==> src/rtl/brdec_pkg.sv <==
package brdec_pkg;

    localparam int ADDR_W         = 32;
    localparam int GROUP_W        = 7;
    localparam int MAX_ADDR_BYTES = 5;
    localparam int ADDR_ACC_W     = GROUP_W * MAX_ADDR_BYTES;
    localparam int WIDE_W         = ADDR_ACC_W + 1;
    localparam int EXC_NUM_W      = 9;
    localparam int RESUME_W       = 4;
    localparam int EXC_WORK_W     = 32;

    typedef enum logic [1:0] {
        ISA_WORD  = 2'd0,
        ISA_HALF  = 2'd1,
        ISA_BYTE  = 2'd2
    } isa_e;

    typedef struct packed {
        logic                  non_secure;
        logic [EXC_NUM_W-1:0]  num;
        logic                  cancel;
        logic                  alt_isa;
        logic                  hyp;
        logic [RESUME_W-1:0]   resume;
    } exc_info_t;

    typedef struct packed {
        logic ok;
        isa_e isa;
    } isa_dec_t;

    // Classify the fifth address byte into an instruction state.
    function automatic isa_dec_t decode_isa_byte(input logic [7:0] b, input isa_e cur);
        isa_dec_t r;
        r.ok  = 1'b1;
        r.isa = cur;
        if ((b & 8'hB8) == 8'h08)      r.isa = ISA_WORD;
        else if ((b & 8'hB0) == 8'h10) r.isa = ISA_HALF;
        else if ((b & 8'hA0) == 8'h20) r.isa = ISA_BYTE;
        else                           r.ok  = 1'b0;
        return r;
    endfunction

    // Ones at every bit position at or above w.
    function automatic logic [ADDR_W-1:0] upper_mask(input logic [5:0] w);
        if (w >= 6'(ADDR_W)) return '0;
        return {ADDR_W{1'b1}} << w;
    endfunction

endpackage

==> src/rtl/brdec_gather.sv <==
module brdec_gather #(
    parameter int MAX_BYTES = 5
) (
    input  logic                               clk,
    input  logic                               rst,
    input  logic                               clear,
    input  logic                               push,
    input  logic [7:0]                         din,
    output logic [7*MAX_BYTES-1:0]             acc_nx,
    output logic [$clog2(MAX_BYTES+1)-1:0]     cnt_q,
    output logic [$clog2(MAX_BYTES+1)-1:0]     cnt_nx
);
    localparam int ACC_W = 7 * MAX_BYTES;
    localparam int CNT_W = $clog2(MAX_BYTES + 1);
    localparam int SH_W  = $clog2(ACC_W) + 1;

    logic [ACC_W-1:0] acc_q;
    logic [SH_W-1:0]  shamt;

    always_comb begin
        shamt  = SH_W'(cnt_q) * SH_W'(7);
        acc_nx = acc_q;
        cnt_nx = cnt_q;
        if (push && (cnt_q < CNT_W'(MAX_BYTES))) begin
            acc_nx = acc_q | (ACC_W'(din[6:0]) << shamt);
            cnt_nx = cnt_q + CNT_W'(1);
        end
    end

    always_ff @(posedge clk) begin
        if (rst || clear) begin
            acc_q <= '0;
            cnt_q <= '0;
        end else if (push) begin
            acc_q <= acc_nx;
            cnt_q <= cnt_nx;
        end
    end

    // the group counter never runs past the field limit
    assert_cnt_bound_R10: assert property (@(posedge clk) disable iff (rst)
        cnt_q <= CNT_W'(MAX_BYTES));

endmodule

==> src/rtl/brdec_addr_build.sv <==
module brdec_addr_build
    import brdec_pkg::*;
(
    input  logic [ADDR_ACC_W-1:0] gathered,
    input  logic [2:0]            nbytes,
    input  logic                  alt_mode,
    input  isa_e                  isa,
    input  logic [ADDR_W-1:0]     prev_addr,
    output logic [ADDR_W-1:0]     addr,
    output logic                  exc_follow
);
    logic [5:0]        wid;
    logic [5:0]        wadj;
    logic [WIDE_W-1:0] pay;
    logic [WIDE_W-1:0] shifted;

    always_comb begin
        wid = (6'(nbytes) * 6'd7) - {5'd0, alt_mode};
        pay = {1'b0, gathered} & ((WIDE_W'(1) << wid) - WIDE_W'(1));

        if (alt_mode) exc_follow = (nbytes >= 3'd2) && gathered[wid];
        else          exc_follow = (nbytes == 3'd5) && gathered[ADDR_ACC_W-1];

        unique case (isa)
            ISA_HALF: begin
                shifted = pay & ~WIDE_W'(1);
                wadj    = wid;
            end
            ISA_BYTE: begin
                shifted = (pay & ~WIDE_W'(1)) >> 1;
                wadj    = wid - 6'd1;
            end
            default: begin
                shifted = (pay & ~WIDE_W'(1)) << 1;
                wadj    = wid + 6'd1;
            end
        endcase

        addr = shifted[ADDR_W-1:0] | (prev_addr & upper_mask(wadj));
    end

endmodule

==> src/rtl/brdec_exc_fields.sv <==
module brdec_exc_fields
    import brdec_pkg::*;
#(
    parameter int ACC_W = 28,
    parameter int CNT_W = 3
) (
    input  logic [ACC_W-1:0] raw,
    input  logic [CNT_W-1:0] nbytes,
    output exc_info_t        info
);
    logic [EXC_WORK_W-1:0] v_in;
    logic [EXC_WORK_W-1:0] v;

    always_comb begin
        v_in = EXC_WORK_W'(raw);
        if ((nbytes == CNT_W'(2)) && v_in[13])
            v = (v_in & EXC_WORK_W'(32'h7F)) | ((v_in & EXC_WORK_W'(32'h3F80)) << 7);
        else
            v = v_in;

        info.non_secure = v[0];
        info.num        = {v[11:7], v[4:1]};
        info.cancel     = v[5];
        info.alt_isa    = v[6];
        info.hyp        = v[12];
        info.resume     = v[17:14];
    end

endmodule

==> src/rtl/branch_addr_decoder.sv <==
module branch_addr_decoder
    import brdec_pkg::*;
#(
    parameter int MAX_EXC_BYTES = 4
) (
    input  logic                 clk,
    input  logic                 rst,
    input  logic                 enc_alt,
    input  logic                 ref_load,
    input  logic [ADDR_W-1:0]    ref_addr,
    input  logic                 in_valid,
    output logic                 in_ready,
    input  logic [7:0]           in_byte,
    output logic                 done,
    output logic [ADDR_W-1:0]    branch_addr,
    output logic [1:0]           isa_state,
    output logic                 exc_valid,
    output logic [EXC_NUM_W-1:0] exc_num,
    output logic                 exc_cancel,
    output logic                 exc_alt_isa,
    output logic                 exc_hyp,
    output logic [RESUME_W-1:0]  exc_resume,
    output logic                 exc_non_secure,
    output logic                 err_state,
    output logic                 err_overflow
);
    localparam int A_CNT_W = $clog2(MAX_ADDR_BYTES + 1);
    localparam int E_CNT_W = $clog2(MAX_EXC_BYTES + 1);
    localparam int E_ACC_W = 7 * MAX_EXC_BYTES;

    typedef enum logic {PH_ADDR, PH_EXC} phase_e;

    phase_e              phase_q;
    isa_e                isa_q;
    logic [ADDR_W-1:0]   prev_q;
    logic [ADDR_W-1:0]   addr_q;
    exc_info_t           exc_q;
    logic                done_q, excv_q, errs_q, erro_q;

    logic                fire, last, a_push, e_push, a_clr, e_clr, a_ovf, e_ovf;
    logic [ADDR_ACC_W-1:0] a_acc_nx;
    logic [A_CNT_W-1:0]  a_cnt_q, a_cnt_nx;
    logic [E_ACC_W-1:0]  e_acc_nx;
    logic [E_CNT_W-1:0]  e_cnt_q, e_cnt_nx;
    isa_dec_t            isa_dec;
    logic                fifth, state_bad, exc_follow;
    isa_e                isa_eff;
    logic [ADDR_W-1:0]   new_addr;
    exc_info_t           exc_new;

    assign in_ready = !ref_load;
    assign fire     = in_valid && in_ready;
    assign last     = !in_byte[7];
    assign a_push   = fire && (phase_q == PH_ADDR);
    assign e_push   = fire && (phase_q == PH_EXC);
    assign a_ovf    = a_push && !last && (a_cnt_nx == A_CNT_W'(MAX_ADDR_BYTES));
    assign e_ovf    = e_push && !last && (e_cnt_nx == E_CNT_W'(MAX_EXC_BYTES));
    assign a_clr    = a_push && (last || a_ovf);
    assign e_clr    = e_push && (last || e_ovf);

    assign isa_dec   = decode_isa_byte(in_byte, isa_q);
    assign fifth     = (a_cnt_nx == A_CNT_W'(MAX_ADDR_BYTES));
    assign isa_eff   = fifth ? isa_dec.isa : isa_q;
    assign state_bad = fifth && !isa_dec.ok;

    brdec_gather #(.MAX_BYTES(MAX_ADDR_BYTES)) u_addr_gather (
        .clk(clk), .rst(rst), .clear(a_clr), .push(a_push), .din(in_byte),
        .acc_nx(a_acc_nx), .cnt_q(a_cnt_q), .cnt_nx(a_cnt_nx)
    );

    brdec_gather #(.MAX_BYTES(MAX_EXC_BYTES)) u_exc_gather (
        .clk(clk), .rst(rst), .clear(e_clr), .push(e_push), .din(in_byte),
        .acc_nx(e_acc_nx), .cnt_q(e_cnt_q), .cnt_nx(e_cnt_nx)
    );

    brdec_addr_build u_build (
        .gathered(a_acc_nx), .nbytes(3'(a_cnt_nx)), .alt_mode(enc_alt),
        .isa(isa_eff), .prev_addr(prev_q), .addr(new_addr), .exc_follow(exc_follow)
    );

    brdec_exc_fields #(.ACC_W(E_ACC_W), .CNT_W(E_CNT_W)) u_exc (
        .raw(e_acc_nx), .nbytes(e_cnt_nx), .info(exc_new)
    );

    always_ff @(posedge clk) begin
        if (rst) begin
            phase_q <= PH_ADDR;
            isa_q   <= ISA_WORD;
            prev_q  <= '0;
            addr_q  <= '0;
            exc_q   <= '0;
            done_q  <= 1'b0;
            excv_q  <= 1'b0;
            errs_q  <= 1'b0;
            erro_q  <= 1'b0;
        end else begin
            done_q <= 1'b0;
            excv_q <= 1'b0;
            errs_q <= 1'b0;
            erro_q <= 1'b0;
            if (ref_load) prev_q <= ref_addr;
            if (a_push) begin
                if (a_ovf) begin
                    erro_q <= 1'b1;
                end else if (last) begin
                    if (state_bad) begin
                        errs_q <= 1'b1;
                    end else begin
                        prev_q <= new_addr;
                        addr_q <= new_addr;
                        isa_q  <= isa_eff;
                        if (exc_follow) phase_q <= PH_EXC;
                        else begin
                            done_q <= 1'b1;
                            exc_q  <= '0;
                        end
                    end
                end
            end
            if (e_push) begin
                if (e_ovf) begin
                    erro_q  <= 1'b1;
                    phase_q <= PH_ADDR;
                end else if (last) begin
                    exc_q   <= exc_new;
                    excv_q  <= 1'b1;
                    done_q  <= 1'b1;
                    phase_q <= PH_ADDR;
                end
            end
        end
    end

    assign done           = done_q;
    assign branch_addr    = addr_q;
    assign isa_state      = isa_q;
    assign exc_valid      = excv_q;
    assign exc_num        = exc_q.num;
    assign exc_cancel     = exc_q.cancel;
    assign exc_alt_isa    = exc_q.alt_isa;
    assign exc_hyp        = exc_q.hyp;
    assign exc_resume     = exc_q.resume;
    assign exc_non_secure = exc_q.non_secure;
    assign err_state      = errs_q;
    assign err_overflow   = erro_q;

    // at most one outcome strobe per cycle
    assert_one_outcome_R10: assert property (@(posedge clk) disable iff (rst)
        $onehot0({done, err_state, err_overflow}));

    // exception fields only accompany a completion
    assert_excv_with_done_R8: assert property (@(posedge clk) disable iff (rst)
        exc_valid |-> done);

    // the state moves only on a completed five-byte address
    assert_isa_moves_on_fifth_R4: assert property (@(posedge clk) disable iff (rst)
        !$stable(isa_q) |-> $past(a_push && last && fifth));

    // an illegal state byte leaves the state alone
    assert_bad_state_keeps_isa_R5: assert property (@(posedge clk) disable iff (rst)
        err_state |-> $stable(isa_q));

    // a plain completion leaves its target as the new reference
    assert_prev_tracks_R2: assert property (@(posedge clk) disable iff (rst)
        (done && !exc_valid) |-> (prev_q == branch_addr));

    // an overflow leaves both gatherers empty and the block expecting an address
    assert_ovf_idle_R10: assert property (@(posedge clk) disable iff (rst)
        err_overflow |-> (a_cnt_q == '0 && e_cnt_q == '0 && phase_q == PH_ADDR));

endmodule

==> config.mk <==
export PLATFORM = sky130hd
export DESIGN_NAME = branch_addr_decoder
export DESIGN_NICKNAME = d
export VERILOG_FILES = /design/src/rtl/brdec_pkg.sv /design/src/rtl/brdec_gather.sv /design/src/rtl/brdec_addr_build.sv /design/src/rtl/brdec_exc_fields.sv /design/src/rtl/branch_addr_decoder.sv
export SDC_FILE = /design/constraint.sdc
export NUM_CORES = 1
export LEC_CHECK = 0
export BUFFER_PORTS_ARGS = -buffer_cell sky130_fd_sc_hd__buf_2
export CAP_MARGIN = 20
export CORE_UTILIZATION = 26
export CTS_CLUSTER_SIZE = 28
export DETAILED_ROUTE_END_ITERATION = 7
export RECOVER_POWER = 25
export SLEW_MARGIN = 20
export SYNTH_ARGS = -nofsm -noshare
export SYNTH_HDL_FRONTEND = slang
export SYNTH_HIERARCHICAL = 1
export SYNTH_SLANG_ARGS = --single-unit
==> constraint.sdc <==
create_clock -name clk -period 6.05 [get_ports clk]
set_input_delay 0.3025 -clock clk [delete_from_list [all_inputs] [get_ports clk]]
set_output_delay 0.3025 -clock clk [all_outputs]
set_load 0.1 [all_outputs]
==> results summary, run 1 <==
The repair_antennas step left the layout with diodes totalling 0. The last weighted congestion value of the routability-driven placer came out at 0.937. The data arrival time at the worst-slack endpoint came out at 5.95 ns. Global routing used 16.6% of the available tracks across all layers. The required time of the critical path is 6.41 ns. The floorplan die width came out at 186 microns. The maximum resistive drop on vdd is 203 uV. The area inside the core boundary is 33500 sq um.

The number of primary I/O pins came out at between 100 and 150. The maximum number of pins on one net before global-route repair came out at roughly 80. For this design the static power due to leakage is 4.22 nW.

The critical path is of the flip-flop to flip-flop type. In the final timing run, aggregate negative setup slack is 0 ns. The synthesized instance count came out at 1021.

The path class of the tightest hold or removal check is primary input to flip-flop. The clock-pin slew reported for the worst setup and hold paths after clock tree synthesis is 0.07 ns. The number of nets in the layout came out at roughly 1200. The final HPWL from detailed placement is 21100 microns. The terminus of the critical flop-to-flop path is prev_q[3].

The number of buffers created by CTS came out at 17. Setup repair after global routing left no endpoint under its margin. The library cell used most frequently in the layout, excluding fill and tap cells, is sky130_fd_sc_hd__dfxtp_1. For this block, the initial DRC count from the detailed router was 651.

At the pin with the least slew margin, the transition time is about 1.2 ns. The shortest period the worst path allows came out at 5.59 ns. The die span in y came out at 186 microns. The wire length of the first global-routing pass came out at 45000 microns. TritonCTS built the clock tree. The number of max-capacitance violations reported came out at 0. For this block, the via count after detailed routing is between 8000 and 9000. The number of antenna violations at the first check in global routing is 1. In the layout the commonest cells are sky130_fd_sc_hd__dfxtp_1, sky130_fd_sc_hd__nand2_1, sky130_fd_sc_hd__a21oi_1, sky130_fd_sc_hd__a21o_1, sky130_fd_sc_hd__nor2b_1.

The final setup violation count came out at 0. The detailed-router iteration count before antenna repair came out at 5. The die area is 34800 sq um. The Yosys step of the flow raised 6 warnings. The signal on the critical path passes through or3b_1 > inv_1 > and2b_1 > o22ai_1 > inv_1 > fa_1 > inv_1 > ha_1 > inv_1 > fa_1 > xor2_1 > clkinv_1 > ha_1 > o21ai_0 > or4b_4 > a31oi_4 > xnor2_4 > and2_4 > nand2_1 > o221ai_1 > nand2_1 > a21oi_1. The maximum clock skew at final layout came out at 0.0166 ns.

Buffers added to address setup during post-CTS repair amount to 0. The biggest fanout along the worst timing path came out at 18. The max-slew violation count came out at 0. The total clock sinks came out at 147.

The period utilization came out at 92.5%. The power density over cell area is 287 nW/um^2. The highest attainable clock frequency came out at 179 MHz.

The initial utilization of the core area, before any placement, comes to between 20% and 30%. The path with the worst hold slack has its endpoint at done. The run finished with clean final reports.

The setup slack of the worst register-to-register path is 0.46 ns. The area added between synthesis and finish came out at 15.3%. The count of non-filler cells in the finished layout is 1552. The instance count after placement with tap cells included is 1520. The fraction of final layout cells sized beyond drive strength 1 came out at 19.0%. The via count of the first global-routing pass is ~7700. The kind of launch point of the worst setup path is a flip-flop. The headroom to the max-slew limit is 18.0%. The via density per instance came out at 5.17. The kind of end point of the critical path is a flip-flop.

On the critical path, the stage with the largest delay is an instance of sky130_fd_sc_hd__or4b_4. The core utilization of the finished layout came out at 30.4%. The gate family responsible for the most delay along the worst path is simple AND/OR/NAND/NOR gates. The maximum clock insertion buffer count is 2. The worst register-to-register path has a depth of 22. The post-route DRC violation count came out at 0. The final number of hold-violating endpoints came out at 0.

The number of H-tree levels came out at 4. The netlist area before placement is about 8800 sq um. The post-detailed-route count of antenna-violating nets came out at 0. The worst hold path begins at in_byte[7]. The floorplan has 67 rows. Across all hold checks on the routed design, the worst slack comes to about 0.23 ns. The mean instance size in the synthesized netlist is 8.67 sq um.

The most used cell along the critical path is sky130_fd_sc_hd__inv_1. The worst hold path stage count is 2. For the worst-skew pair, the clock arrives at the later sink with an insertion delay of 0.44 ns. The routed length per instance is 18.4 microns. The quantity of I/O buffers inserted on ports came out at 100. After detailed routing, the total wire length is 28600 microns.

The overall overflow remaining after global route came out at 0. The net count after synthesis came out at 1086. The clock root buffer is sky130_fd_sc_hd__clkbuf_16. The critical path buffer and inverter count is 5. The delay of the slowest cell on the worst path is 0.53 ns.

The worst register-to-register path begins at phase_q.
how the worst max path moves through the flow:
stage | slack, ns | depth (start not counted) | start | end
2_1_floorplan | 0.43 | 26 | ref_load | branch_addr[9]
4_1_cts | 0.29 | 19 | phase_q | prev_q[3]
3_3_place_gp | 0.34 | 24 | ref_load | prev_q[27]
3_5_place_dp | 0.27 | 20 | ref_load | branch_addr[3]
6_report | 0.46 | 22 | phase_q | prev_q[3]
5_1_grt | 0.04 | 22 | phase_q | prev_q[1]
routing by layer:
| layer | vias to the layer above | GRT usage [%] | routed length [microns] |
|---|---|---|---|
| met5 | - | 0 | 0 |
| met4 | 0 | 5.36 | 561 |
| li1 | 3845 | - | - |
| met3 | 47 | 3.63 | 1640 |
| met1 | 3825 | 22.5 | 13400 |
| met2 | 303 | 25.9 | 13000 |
metrics by stage:
stage | setup slack (ns) | area [sq um] | total power, mW
after floorplan | 0.427 | 8850 | 1.66
final | 0.456 | 10200 | 2.92
after global placement | 0.336 | 9680 | 1.92
after detailed placement | 0.267 | 9680 | 1.92
after CTS | 0.292 | 10200 | 2.93
after global routing | 0.0372 | 10200 | 3.07
power breakdown:
| part | leakage, nW | total (mW) | switching (mW) | internal [mW] |
|---|---|---|---|---|
| Combinational | 2.77 | 0.920 | 0.618 | 0.302 |
| Clock | 0.264 | 0.999 | 0.462 | 0.537 |
| Sequential | 1.19 | 1.01 | 0.0146 | 0.991 |
| Total | 4.22 | 2.92 | 1.09 | 1.83 |
registers in the layout, indices dropped and copies added (netlist names), 3 cells and up:
signal               count
u_addr_gather/cnt_q      3
exc_resume               4
u_exc_gather/cnt_q       3
exc_num                  9
u_addr_gather/acc_q     35
prev_q                  32
branch_addr             32
u_exc_gather/acc_q      18
what timing repair did:
action	in CTS	in global routing
endpoints found under the hold margin	0	0
endpoints found under the setup margin	0	46
gates resized for setup	0	4
hold buffers	0	0
layout make-up:
class,instances,area [sq um]
clock buffer,18,429
clock inverter,14,119
fill,3648,23300
inverter,32,120
multi-input combinational,765,5380
sequential,147,2940
tap,448,561
timing repair buffer,128,648
(Power assumes the default switching activity.)
==> run 2, diff against run 1 <==
CORE_UTILIZATION = 35   (was 26)
==> run 2 against run 1 <==
  * Critical path depth stayed put
  * Largest power group is now the clock network
  * Highest routed layer unchanged
  * Clock skew is 0.0019 ns lower
  * Sequential power hardly changed
  * Design area is 0.93% lower
  * Utilization is 11 points higher
  * Register-to-register slack worse by 0.04 ns
  * Largest cell class unchanged
  * Sequential cell count stayed put
==> results summary, run 2 (synthesized netlist as in run 1, its figures left out) <==
The wire length of the first global-routing pass came out at 43800 microns (-2.7%). Setup repair after global routing left no endpoint under its margin. The run finished with clean final reports. The maximum clock insertion buffer count is 2 (unchanged). The total negative setup slack was 0 ns (unchanged). The global routing usage on met3 was 3.83% (+0.20 points). The number of filler instances in the final layout came to 2525 (-31%). The transition time of the tightest slew-check pin came out at 1.18 ns (-0.0598 ns). The final HPWL from detailed placement came out at 20400 microns (-3.2%). The highest attainable clock frequency is 178 MHz (-0.68%). The instance count after placement with tap cells included came out at 1398 (-8.0%).

The headroom to the max-slew limit is 22.0% (+4.0 points). The tree is rooted in a sky130_fd_sc_hd__clkbuf_16. The placed standard-cell area is 9540 sq um (-1.4%). The worst setup path is launched from a flip-flop.

The via count is 8143 (+1.5%). The area inside the core boundary is 24500 sq um (-27%). The via density per instance came to 5.69 (+10%).

The max-slew violation count came out at 0 (unchanged). The path category of the worst min-delay check is primary input to flip-flop. The worst setup path is of the flip-flop to flip-flop kind. The met1 track demand over resource is 29.9% (+7.4 points). The fraction of final layout cells sized beyond drive strength 1 is 19.2% (+0.15 points). The total clock sinks is 147 (unchanged). The maximum clock skew at final layout came out at 0.0147 ns (-0.00192 ns). The count of non-filler cells in the finished layout came out at 1430 (-7.9%). The leading cell type in the layout, fill and taps excluded is sky130_fd_sc_hd__dfxtp_1.

The floorplan die width is 161 microns (-14%). The die span in y is 161 microns (-14%). The final design area excluding fillers came out at 10100 sq um (-0.93%). The detailed router's first-iteration violation count is 604 (-7.2%). The period utilization is 93.1% (+0.63 points). The data arrival time at the worst-slack endpoint is 5.92 ns (-0.03 ns).

The clock-pin slew reported for the worst setup and hold paths after clock tree synthesis came to 0.08 ns (about the same). The power density over cell area came out at 297 nW/um^2 (+3.6%). The global routing met2 resource utilization is 34.0% (+8.1 points).

The number of max-capacitance violations reported came to 0 (unchanged). From synthesis to final layout, the design area changed by 14.2%. The final setup violation count is 0 (unchanged). The final number of hold-violating endpoints came out at 0 (unchanged). The shortest period the worst path allows came to 5.63 ns (+0.0383 ns). The routed length per instance is 19.4 microns (+5.4%). The number of H-tree levels is 4 (unchanged). The cell leakage power came out at 4.26 nW (+1.0%). The number of antenna violations at the first check in global routing came out at 0 (-1). The global-route usage over all layers is 21.5% (+5.0 points). The number of diodes added for antenna fixing came out at 0 (unchanged). Counting flops per register, the top entry is u_addr_gather/acc_q. STA classifies the critical path endpoint as a flip-flop. The number of buffers created by CTS came out at 17 (unchanged). The post-detailed-route count of antenna-violating nets was 0 (unchanged). The overall overflow remaining after global route came out at 0 (unchanged). The maximum number of pins on one net before global-route repair is 78 (unchanged). The layer flagged by global routing as most heavily used is met2.

The maximum resistive drop on vdd came out at 197 uV (-2.9%). The post-route DRC violation count is 0 (unchanged). The quantity of I/O buffers inserted on ports came out at 100 (unchanged). The initial cell density of the core is 36.1% (+9.7 points). The via count of the first global-routing pass is 7566 (-2.1%). The final routed wirelength across all metal layers came out at 27800 microns (-2.9%). The die area is 25900 sq um (-25%).

Leaving out fill and tap cells, the most frequent cells in the layout are sky130_fd_sc_hd__dfxtp_1, sky130_fd_sc_hd__nand2_1, sky130_fd_sc_hd__a21oi_1, sky130_fd_sc_hd__a21o_1, sky130_fd_sc_hd__nor2b_1. The last weighted congestion value of the routability-driven placer came out at 0.950 (+1.4%). The required time of the critical path is 6.33 ns (-0.08 ns). The number of nets in the layout is 1158 (+0.17%).

The number of primary I/O pins came out at 101 (unchanged). The detailed-router iteration count before antenna repair came out at 5 (unchanged). The number of flip-flops under the largest register name came out at 35 (unchanged).

The biggest fanout along the worst timing path came out at 18 (unchanged). The clock network latency to the later pin of the worst-skew pair came out at 0.44 ns (about the same). TritonCTS built the clock tree. The standard-cell row count is 57 (-15%).
[run 2: critical path: stages (launching register included)]
cell,delay [ns]
sky130_fd_sc_hd__dfxtp_1,0.32
sky130_fd_sc_hd__or3b_1,0.51
sky130_fd_sc_hd__inv_2,0.20
sky130_fd_sc_hd__a21oi_1,0.10
sky130_fd_sc_hd__a21oi_1,0.26
sky130_fd_sc_hd__buf_4,0.21
sky130_fd_sc_hd__nor2_1,0.05
sky130_fd_sc_hd__fa_1,0.49
sky130_fd_sc_hd__inv_1,0.05
sky130_fd_sc_hd__ha_1,0.31
sky130_fd_sc_hd__nor2_1,0.10
sky130_fd_sc_hd__or3b_1,0.50
sky130_fd_sc_hd__nand2_2,0.13
sky130_fd_sc_hd__inv_2,0.04
sky130_fd_sc_hd__ha_1,0.35
sky130_fd_sc_hd__or4b_4,0.49
sky130_fd_sc_hd__a31oi_4,0.24
sky130_fd_sc_hd__xnor2_4,0.21
sky130_fd_sc_hd__and2_4,0.30
sky130_fd_sc_hd__a222oi_1,0.30
sky130_fd_sc_hd__o21ai_0,0.15
sky130_fd_sc_hd__nand2_1,0.11
sky130_fd_sc_hd__a21oi_1,0.06
[run 2: path summary, 6_finish.rpt]
check / endpoint / start / slack [ns] / cells after the start
worst max-delay path: prev_q[12] / phase_q / 0.42 / 22
worst min-delay path: prev_q[0] / ref_addr[0] / 0.27 / 4
worst max register to register: prev_q[12] / phase_q / 0.42 / 22
worst min register to register: branch_addr[15] / branch_addr[15] / 0.46 / 2
[run 2: cell type report]
class,instances,area [sq um],share of cell area (%)
multi-input combinational,765,5370,53.1
inverter,32,120,1.19
tap,324,405,4.01
clock buffer,17,425,4.21
clock inverter,15,181,1.80
sequential,147,2940,29.1
timing repair buffer,130,663,6.56
[run 2: power breakdown]
part           switching, mW  internal (mW)  total, mW
clock                  0.519          0.561       1.08
sequential            0.0154          0.990       1.01
combinational          0.613          0.302      0.915
total                   1.15           1.85       3.00
[run 2: timing repair]
| item | in CTS | in global routing |
|---|---|---|
| buffers inserted | 0 | 0 |
| endpoints found under the setup margin | 0 | 41 |
| hold buffers | 0 | 0 |
| gates resized for setup | 0 | 3 |
[run 2: routing by layer]
metal,routed length (microns),part of all wire [%],vias to the layer above
met4,467,1.7,0
li1,-,-,3851
met2,12800,46,331
met3,1840,6.6,42
met1,12700,46,3919
met5,0,0,-
[run 2: metrics by stage]
step / hold slack (ns) / setup WS [ns] / util [%] / total power [mW]
after global placement: 0.443 / 0.204 / 38.9 / 1.92
after global routing: 0.271 / 0.000691 / 41.2 / 3.12
after floorplan: 0.378 / 0.427 / - / 1.66
final: 0.268 / 0.418 / 41.2 / 3.00
after CTS: 0.247 / 0.172 / 41.4 / 2.99
after detailed placement: 0.447 / 0.141 / 38.9 / 1.91
